===== src/rtl/rxb_pkg.sv =====
package rxb_pkg;

    localparam int BYTE_W  = 8;
    localparam int LEVEL_W = 8;
    localparam int IDLE_W  = 5;

    typedef struct packed {
        logic              brk;
        logic              ferr;
        logic [BYTE_W-1:0] data;
    } rx_entry_t;

    typedef struct packed {
        logic              brk;
        logic              ferr;
        logic              empty;
        logic [BYTE_W-1:0] data;
    } rd_word_t;

    typedef enum logic [1:0] {
        IDLE_OFF = 2'd0,
        IDLE_4   = 2'd1,
        IDLE_8   = 2'd2,
        IDLE_16  = 2'd3
    } idle_sel_e;

    // Fill threshold for a trigger code; codes above 5 alias the top level.
    function automatic logic [LEVEL_W-1:0] trig_threshold(input logic [2:0] code);
        logic [LEVEL_W-1:0] thr;
        case (code)
            3'd0:    thr = LEVEL_W'(1);
            3'd1:    thr = LEVEL_W'(4);
            3'd2:    thr = LEVEL_W'(8);
            3'd3:    thr = LEVEL_W'(16);
            3'd4:    thr = LEVEL_W'(32);
            default: thr = LEVEL_W'(48);
        endcase
        return thr;
    endfunction

    // Number of character times before a timeout; zero means disabled.
    function automatic logic [IDLE_W-1:0] idle_limit(input idle_sel_e sel);
        logic [IDLE_W-1:0] lim;
        case (sel)
            IDLE_4:  lim = IDLE_W'(4);
            IDLE_8:  lim = IDLE_W'(8);
            IDLE_16: lim = IDLE_W'(16);
            default: lim = '0;
        endcase
        return lim;
    endfunction

endpackage


===== src/rtl/rxb_store.sv =====
module rxb_store
    import rxb_pkg::*;
#(
    parameter  int DEPTH = 64,
    localparam int PTR_W = $clog2(DEPTH),
    localparam int CNT_W = $clog2(DEPTH + 1)
) (
    input  logic             clk,
    input  logic             rst,
    input  logic             push,
    input  logic             pop,
    input  rx_entry_t        din,
    output rx_entry_t        head,
    output logic [CNT_W-1:0] count,
    output logic             empty,
    output logic             full,
    output logic             push_ok,
    output logic             pop_ok
);

    rx_entry_t        mem [DEPTH];
    logic [PTR_W-1:0] wr_ptr;
    logic [PTR_W-1:0] rd_ptr;

    function automatic logic [PTR_W-1:0] ptr_inc(input logic [PTR_W-1:0] p);
        return (p == PTR_W'(DEPTH - 1)) ? '0 : p + 1'b1;
    endfunction

    assign empty   = (count == '0);
    assign full    = (count == CNT_W'(DEPTH));
    assign pop_ok  = pop && !empty;
    assign push_ok = push && (!full || pop_ok);
    assign head    = mem[rd_ptr];

    always_ff @(posedge clk) begin
        if (push_ok) begin
            mem[wr_ptr] <= din;
        end
    end

    always_ff @(posedge clk) begin
        if (rst) begin
            wr_ptr <= '0;
            rd_ptr <= '0;
            count  <= '0;
        end else begin
            if (push_ok) begin
                wr_ptr <= ptr_inc(wr_ptr);
            end
            if (pop_ok) begin
                rd_ptr <= ptr_inc(rd_ptr);
            end
            case ({push_ok, pop_ok})
                2'b10:   count <= count + 1'b1;
                2'b01:   count <= count - 1'b1;
                default: count <= count;
            endcase
        end
    end

    AST_FILL_BOUND: assert property (@(posedge clk) disable iff (rst)
        count <= CNT_W'(DEPTH));

    AST_EMPTY_POP_HOLDS: assert property (@(posedge clk) disable iff (rst)
        (pop && empty && !push) |=> (count == '0));

    AST_FULL_SWAP_STAYS_FULL: assert property (@(posedge clk) disable iff (rst)
        (full && push && pop) |=> full);

endmodule


===== src/rtl/rxb_idle.sv =====
module rxb_idle
    import rxb_pkg::*;
(
    input  logic      clk,
    input  logic      rst,
    input  logic      char_tick,
    input  logic      restart,
    input  logic      has_data,
    input  idle_sel_e sel,
    output logic      idle_req
);

    localparam logic [IDLE_W-1:0] SAT = IDLE_W'(16);

    logic [IDLE_W-1:0] ticks;
    logic [IDLE_W-1:0] lim;

    assign lim = idle_limit(sel);

    always_ff @(posedge clk) begin
        if (rst) begin
            ticks <= '0;
        end else if (restart || !has_data) begin
            ticks <= '0;
        end else if (char_tick && ticks < SAT) begin
            ticks <= ticks + 1'b1;
        end
    end

    assign idle_req = (sel != IDLE_OFF) && has_data && (ticks >= lim);

    AST_IDLE_NEEDS_DATA: assert property (@(posedge clk) disable iff (rst)
        idle_req |-> has_data);

    AST_RESTART_CLEARS: assert property (@(posedge clk) disable iff (rst)
        restart |=> !idle_req);

endmodule


===== src/rtl/rxb_flags.sv =====
module rxb_flags
    import rxb_pkg::*;
(
    input  logic               clk,
    input  logic               rst,
    input  logic [LEVEL_W-1:0] fill,
    input  logic [2:0]         trig_code,
    input  logic               push,
    input  logic               push_ok,
    input  logic               ovr_clr,
    output logic               trig_req,
    output logic               ovr_flag
);

    logic [LEVEL_W-1:0] thr;

    assign thr      = trig_threshold(trig_code);
    assign trig_req = (fill >= thr);

    always_ff @(posedge clk) begin
        if (rst) begin
            ovr_flag <= 1'b0;
        end else if (push && !push_ok) begin
            ovr_flag <= 1'b1;
        end else if (ovr_clr) begin
            ovr_flag <= 1'b0;
        end
    end

    AST_LOST_WRITE_FLAGS: assert property (@(posedge clk) disable iff (rst)
        (push && !push_ok) |=> ovr_flag);

    AST_HIGH_CODES_AT_48: assert property (@(posedge clk) disable iff (rst)
        (trig_code >= 3'd5 && fill >= LEVEL_W'(48)) |-> trig_req);

endmodule


===== src/rtl/rx_tag_buffer.sv =====
module rx_tag_buffer
    import rxb_pkg::*;
#(
    parameter  int DEPTH = 64,
    localparam int CNT_W = $clog2(DEPTH + 1)
) (
    input  logic        clk,
    input  logic        rst,
    input  logic        in_valid,
    input  logic [7:0]  in_data,
    input  logic        in_ferr,
    input  logic        in_brk,
    input  logic        rd_pop,
    input  logic        char_tick,
    input  logic [2:0]  cfg_trig,
    input  logic [1:0]  cfg_idle,
    input  logic        ovr_clr,
    output logic [10:0] rd_word,
    output logic [7:0]  level,
    output logic        trig_req,
    output logic        idle_req,
    output logic        ovr_flag
);

    rx_entry_t          din;
    rx_entry_t          head;
    rd_word_t           word;
    logic [CNT_W-1:0]   count;
    logic               empty;
    logic               full;
    logic               push_ok;
    logic               pop_ok;
    logic [LEVEL_W-1:0] fill;

    assign din = '{brk: in_brk, ferr: in_ferr, data: in_data};

    rxb_store #(.DEPTH(DEPTH)) u_store (
        .clk     (clk),
        .rst     (rst),
        .push    (in_valid),
        .pop     (rd_pop),
        .din     (din),
        .head    (head),
        .count   (count),
        .empty   (empty),
        .full    (full),
        .push_ok (push_ok),
        .pop_ok  (pop_ok)
    );

    assign fill = LEVEL_W'(count);

    rxb_idle u_idle (
        .clk       (clk),
        .rst       (rst),
        .char_tick (char_tick),
        .restart   (in_valid || rd_pop),
        .has_data  (!empty),
        .sel       (idle_sel_e'(cfg_idle)),
        .idle_req  (idle_req)
    );

    rxb_flags u_flags (
        .clk       (clk),
        .rst       (rst),
        .fill      (fill),
        .trig_code (cfg_trig),
        .push      (in_valid),
        .push_ok   (push_ok),
        .ovr_clr   (ovr_clr),
        .trig_req  (trig_req),
        .ovr_flag  (ovr_flag)
    );

    always_comb begin
        if (empty) begin
            word       = '0;
            word.empty = 1'b1;
        end else begin
            word.brk   = head.brk;
            word.ferr  = head.ferr;
            word.empty = 1'b0;
            word.data  = head.data;
        end
    end

    assign rd_word = word;
    assign level   = fill;

    AST_EMPTY_TAG_ONLY_WHEN_ZERO: assert property (@(posedge clk) disable iff (rst)
        rd_word[8] |-> (level == 8'd0));

    AST_POP_DRAINS_ONE: assert property (@(posedge clk) disable iff (rst)
        (rd_pop && !in_valid && level != 8'd0) |=> (level == $past(level) - 8'd1));

    AST_TRIG_OFF_WHEN_EMPTY: assert property (@(posedge clk) disable iff (rst)
        (level == 8'd0) |-> !trig_req);

endmodule


===== config.mk =====
export PLATFORM = sky130hd
export DESIGN_NAME = rx_tag_buffer
export DESIGN_NICKNAME = d
export VERILOG_FILES = /design/src/rtl/rxb_pkg.sv /design/src/rtl/rxb_store.sv /design/src/rtl/rxb_idle.sv /design/src/rtl/rxb_flags.sv /design/src/rtl/rx_tag_buffer.sv
export SDC_FILE = /design/constraint.sdc
export NUM_CORES = 1
export LEC_CHECK = 0
export CORE_UTILIZATION = 44
export DETAILED_ROUTE_END_ITERATION = 8
export DONT_BUFFER_PORTS = 1
export PLACE_DENSITY_LB_ADDON = 0.12
export SYNTH_ARGS = -nofsm -noshare
export SYNTH_HDL_FRONTEND = slang
export SYNTH_SLANG_ARGS = --single-unit

===== constraint.sdc =====
create_clock -name clk -period 6.7 [get_ports clk]
set_input_delay 0.67 -clock clk [delete_from_list [all_inputs] [get_ports clk]]
set_output_delay 0.67 -clock clk [all_outputs]
set_load 0.05 [all_outputs]

======== Word-level counts from Yosys, hierarchy flattened ========
Memories as Yosys holds them, arrays and structs flattened. A register that Yosys moved wholly into a read port is not among the register bits.
Index checks and enable logic that the tools add are counted.
word-level totals
  flip-flop bits (word level) ............. 25
  bits in writable memories ............... 640
  bits of input ports ..................... 21
  word-level logic and storage cells ...... 56
  memories ................................ 1
memories
  memory       depth  bits a word  read ports  clocked after Yosys merged registers in  write ports  line             RTL
  u_store.mem  64     10           1           1                                        1            rxb_store.sv:21  rx_entry_t mem [DEPTH];
cells by class
  add/subtract/negate cells ............... 5
  $lt $le $gt $ge ......................... 3
  equal/unequal tests ..................... 12
  mux-type cells .......................... 12
  reduce and logical (&&, ||, !) cells .... 18
operator list
  operator                                              count
  case mux 6 bit (5 select lines)                       1
  2-to-1 mux 6 bit                                      4
  case mux 5 bit (3 select lines)                       1
  case mux 7 bit (2 select lines)                       1
  adder 6 x 1 -> 6 bit (second input constant)          2
  equality test 6 bit (second input constant)           2
  2-to-1 mux 11 bit                                     1
  adder 7 x 1 -> 7 bit (second input constant)          1
  equality test 7 bit (second input constant)           1
  greater-or-equal comparator 7 x 6 -> 1 bit            1
  logical NOT 7 bit                                     1
  subtractor 7 x 1 -> 7 bit (second input constant)     1
  equality test 2 bit (second input constant)           3
  equality test 3 x 2 -> 1 bit (second input constant)  2
  logical AND 1 bit                                     6
  nonzero test 2 bit                                    3
  adder 5 x 1 -> 5 bit (second input constant)          1
  greater-or-equal comparator 5 bit                     1
  less-than comparator 5 bit (second input constant)    1
  equality test 2 x 1 -> 1 bit (second input constant)  2
  2-to-1 mux 1 bit                                      4
  equality test 3 x 1 -> 1 bit (second input constant)  1
  equality test 3 bit (second input constant)           1
  logical NOT 1 bit                                     3
  other kinds (3)                                       5

======== Depth between registers and ports, before layout ========
  word-level depth ........................ 8
  gate-level depth with buffers ........... 15
  gate-level depth less buffers ........... 10

======== Hierarchy ========
From an unflattened synthesis, not the netlist that was laid out.
second synthesis, totals
  cells, all modules ...................... 1407
  area total of the unflattened synthesis .. 26855.8 µm²
modules (own cells, without submodules)
  module         instances  cells an instance  area an instance (µm²)  sequential area each (µm²)
  rxb_store      1          1331               26218.9                 19718.9
  rxb_idle       1          37                 320.3                   100.1
  rxb_flags      1          23                 178.9                   20.0
  rx_tag_buffer  1          16                 137.6                   0.0

======== Worst setup path after synthesis ========
OpenSTA, ideal clock, no wires.
  path kind ............................... register to register
  from .................................... reg u_store.count[3]
  to ...................................... reg u_store.count[6]
  arrival time ............................ 3907 ps
  data required time ...................... 6629 ps
  slack ................................... 2722 ps
  cell stages (with the launch flop) ...... 15
  buffers on the path ..................... 4
  period minus slack after synthesis ...... 3978 ps
  cell sequence ........................... dfxtp_1 -> buf_6 -> or4_4 -> buf_6 -> o31ai_4 -> ha_1 -> clkbuf_1 -> clkbuf_1 -> xor2_1 -> ha_1 -> a21oi_1 -> o21a_1 -> a2111oi_0 -> or4_1 -> a21oi_1
on the way
  word-level cells in the longest chain between the ends .. 7
  elaborated cells on any way between the ends .. 13
RTL lines
  what                                                                          line             RTL
  start: declaration                                                            rxb_store.sv:14  output logic [CNT_W-1:0] count,
  start signal: assignment                                                      rxb_store.sv:54  2'b10: count <= count + 1'b1;
  start signal: assignment                                                      rxb_store.sv:55  2'b01: count <= count - 1'b1;
  start signal: assignment                                                      rxb_store.sv:56  default: count <= count;
  logical NOT 7 bit                                                             rxb_store.sv:29  assign empty = (count == '0);
  logical NOT 1 bit                                                             rxb_store.sv:31  assign pop_ok = pop && !empty;
  logical AND 1 bit                                                             rxb_store.sv:31
  logical OR 1 bit                                                              rxb_store.sv:32  assign push_ok = push && (!full || pop_ok);
  logical AND 1 bit                                                             rxb_store.sv:32
  equality test 2 x 1 -> 1 bit / equality test 2 bit (equally long branches)    rxb_store.sv:53  case ({push_ok, pop_ok})
  case mux 7 bit (2 select lines) / nonzero test 2 bit (equally long branches)  n/a
Several ways; a longest one is shown, not always the timed one.
A chain may end at the register's enable or synchronous reset.

======== Worst setup path in the final report ========
  from .................................... reg u_store.count[2]
  to ...................................... out rd_word[5]
on the way
  word-level cells in the longest chain between the ends .. 2
RTL lines
  what               line                 RTL
  logical NOT 7 bit  rxb_store.sv:29
  2-to-1 mux 11 bit  rx_tag_buffer.sv:76  if (empty) begin
  end: declaration   rx_tag_buffer.sv:18  output logic [10:0] rd_word,
No other way between the ends.

==> reports/qor_table.md <==
| Metric | Reported | Unit |
| --- | --- | --- |
| Clock root buffer | clkbuf_16 | - |
| Via count of the first global-routing pass | 13.05k | - |
| Share of cell area taken by muxes after synthesis | 0.1446 | - |
| First-pass GRT wire length | 92,830 | µm |
| Maximum ir drop on the vdd rail | 0.2473 | mV |
| Antenna Cells | 0 | - |
| Start point of the critical path | u_store.count[2] | - |
| Placed Cells | 2,026 | - |
| All-Layer GR Usage | 0.2154 | - |
| Most frequently used flop master after synthesis | edfxtp_1 | - |
| Worst skew pair latency | 610 | ps |
| Critical Path Fanout Max | 14 | - |
| Placer congestion estimate | 0.8188 | - |
| Flop and latch count out of synthesis | 671 | - |
| Sequential cell area fraction in the yosys report | 0.7493 | - |
| Pre-antenna DRT Iters | 7 | - |
| Design area | 29,650 | µm² |
| Post-DR vias/cell | 6.001 | - |
| Final-report hold violation count | 0 | - |
| Setup slack after layout | 1936 | ps |
| DRC violation count after routing | 2 | - |
| Instance count along the most critical hold path | 1 | - |
| HPWL after detailed placement | 37,470 | µm |
| Post-cts sizing count | 0 | - |
| Final setup violation count | 0 | - |
| Final net count | 1,364 | - |
| Setup TNS | 0 | ps |
| Fillers | 4,752 | - |
| Final Instance Count excl. Fillers | 2,157 | - |
| Number of sinks driven by the clock tree | 671 | - |
| Number of nets still failing antenna checks after routing | 0 | - |
| Clock buffer count from CTS | 72 | - |
| Power, Total | 10.91 | mW |
| Net Count, Synth | 1,348 | - |
| Time the final worst path needs with I/O delays and setup | 4764 | ps |
| Arrival time worst endpoint | 4090 | ps |
| Worst R2R Setup Slack | 2520 | ps |
| Count of cells along the worst register-to-register path | 10 | - |
| Critical Path End Type | primary output | - |
| Hold Path Class | in -> reg | - |
| Initial cell density of the core | 0.4469 | - |
| First DRT Iteration DRCs | 1,245 | - |
| Number of warnings printed during yosys synthesis | 0 | - |
| Utilization of the core after routing | 0.5005 | - |
| End of the worst register-to-register path | u_store.count[6] | - |
| Number of H-tree levels | 3 | - |
| Routed Wire Length | 63,900 | µm |
| Power Dens Cells | 367.8 | nW/µm² |
| Share of cells above drive strength 1 | 0.2276 | - |
| Crit path capture | rd_word[5] | - |
| Kind of start point of the critical path | register | - |
| Fmax | 0.2099 | GHz |
| Num ports | 43 | - |
| Clock-pin transition on the worst setup and hold timing paths | 50 | ps |
| Clk buf depth | 3 | - |
| Standard cell core area | 59,240 | µm² |
| PortBufs | 0 | - |
| Data required time of the critical path | 6030 | ps |
| Post-synthesis async set-or-reset flop share | 0 | - |
| RR Startpoint | u_store.count[3] | - |
| Adder and majority cell fraction of the synthesized area | 0.007561 | - |
| Critical Setup Path Class | reg -> out | - |
| Fin. max-slew vios | 0 | - |
| Number of placement rows | 89 | - |
| Post-Synth Simple-Gate Area | 0.03686 | - |
| Area overhead of the layout relative to synthesis | 11.98 | % |
| Minimum setup slack after placement | 2573 | ps |
| Worst slew margin relative to its limit | 0.1114 | - |
| Maximum number of pins on one net before global-route repair | 65 | - |
| Area of the mapped netlist | 26,480 | µm² |
| Worst hold margin | 134.6 | ps |
| Total number of vias | 12.94k | - |
| Routed length per instance | 29.63 | µm |
| Total die area | 61,160 | µm² |
| Distinct cells, synth | 68 | - |
| Area fraction in compound gates after synthesis | 0.04112 | - |
| Number of synthesized flops with an enable pin | 640 | - |
| Instance area after placement | 27,270 | µm² |
| Unrepaired setup endpoints after global routing | false | - |
| Crit share post-route | 0.7111 | - |
| Horizontal extent of the die | 247.3 | µm |
| Violated checks | DRC | - |
| Mean Syn Cell Area | 20.19 | µm² |
| Clock Skew | 14.15 | ps |
| Measured slew at the worst slew-check pin | 1357 | ps |
| Xor and xnor area share after synthesis | 0.004301 | - |
| Outcome | finished with violations | - |
| Grt ovf | 0 | - |
| Setup repair bufs after CTS | 0 | - |
| MaxCap Viol Count | 0 | - |
| Count of hold-fix buffers inserted at cts | 0 | - |
| Dominant combinational cell family by area after synthesis | multiplexers | - |
| Clock tree from TritonCTS | done | - |
| Count of mapped cells out of synthesis | 1,311 | - |
| Number of antenna violations at the first check in global routing | 0 | - |
| Die height | 247.3 | µm |
| Static leakage | 9.031 | nW |
[routing by layer]
metal	track usage	part of all wire	wire (µm)	vias up
met3	0.03744	0.056	3579	103
met4	0.07290	0.028	1800	0
li1	-	-	-	5474
met5	0	0	0	-
met1	0.3098	0.44	28350	6961
met2	0.3337	0.47	30170	406
[placed cells by master (no fill, tap or decap), types with 11 or more instances in the layout]
master	netlist	final
o22ai_1	14	14
ha_1	16	16
a22oi_1	14	14
a21oi_1	21	21
a221oi_1	18	18
inv_1	11	11
clkbuf_16	0	77
mux2i_1	18	18
o221ai_1	14	14
edfxtp_1	640	640
nor2_1	95	94
clkinv_1	0	13
o21ai_0	18	16
a22o_1	13	13
mux4_2	161	161
clkbuf_1	28	16
nand2_1	26	26
buf_4	7	14
dfxtp_1	31	28
[registers in the layout (all words and copies together), names as in the netlist, named ones only]
| signal | count |
|---|---|
| u_store.rd_ptr | 6 |
| u_flags.ovr_flag | 1 |
| u_store.mem | 640 |
| u_store.count | 7 |
| u_store.wr_ptr | 6 |
| u_idle.ticks | 5 |
[cell families (layout without fill, tap and decap cells)]
logic type,Yosys count,in the layout
other,1,1
multiplexers,181,181
adder cells (fa/ha/maj),16,16
AO/OA/AOI/OAI,147,147
buffers and inverters,88,161
flip-flops,671,671
AND/OR/NAND/NOR,194,194
XOR/XNOR,13,13
[power breakdown]
part / leakage, nW / switching (mW) / internal (mW) / total [mW]
Sequential: 6.01 / 0.218 / 4.64 / 4.86
Combinational: 1.86 / 1.24 / 0.810 / 2.05
Clock: 1.16 / 1.61 / 2.39 / 4.00
Total: 9.03 / 3.06 / 7.84 / 10.9
[cell usage after synthesis (all sizes together) (2+ instances only)]
library cell | number | area share
clkbuf | 28 | 0.0040
a211o | 3 | 0.00099
mux2 | 2 | 0.00085
ha | 16 | 0.0076
o22a | 4 | 0.0013
a22oi | 14 | 0.0040
or4 | 3 | 0.00099
a21oi | 21 | 0.0040
nand3b | 9 | 0.0031
nand2b | 7 | 0.0017
xor2 | 7 | 0.0023
edfxtp | 640 | 0.73
nand2 | 27 | 0.0039
a21o | 7 | 0.0020
a221oi | 18 | 0.0060
nor3b | 2 | 0.00057
buf | 48 | 0.010
nand3 | 7 | 0.0020
or2 | 7 | 0.0017
dfxtp | 31 | 0.023
nand4 | 4 | 0.00095
and3b | 2 | 0.00066
mux4 | 161 | 0.14
o31ai | 5 | 0.0025
inv | 12 | 0.0017
a22o | 13 | 0.0043
nor2b | 9 | 0.0024
nor3 | 9 | 0.0017
a31oi | 4 | 0.00095
o221ai | 14 | 0.0046
o21ai | 19 | 0.0037
mux2i | 18 | 0.0068
xnor2 | 6 | 0.0020
nor2 | 96 | 0.014
or3b | 3 | 0.00099
or3 | 4 | 0.00095
o22ai | 14 | 0.0033
[worst max-delay path, cell delays in order, from the launching register on]
cell	delay [ps]
dfxtp_1	870
or2_2	370
nor3_2	70
buf_4	230
nor2_1	640
nand2_1	210
o221ai_1	1080
[layout make-up]
cell class,count,area [µm²],share of cell area
clock inverter,32,310.3,0.01047
tap,773,967.2,0.03262
clock buffer,99,2069,0.06980
sequential,671,19850,0.6694
timing repair buffer,18,185.2,0.006246
multi-input combinational,552,6223,0.2099
inverter,12,45.04,0.001519
[worst min path at each step]
stage                                 start                 to  slack, ps
after floorplan           u_store.rd_ptr[5]           register        470
after global placement    u_store.rd_ptr[5]  u_store.rd_ptr[5]        490
after detailed placement  u_store.rd_ptr[5]  u_store.rd_ptr[5]        490
after CTS                               rst  u_store.wr_ptr[5]         90
after global routing                    rst  u_store.wr_ptr[5]        100
final                                   rst   u_store.count[0]        130
Power figures use the tool's default switching activity.
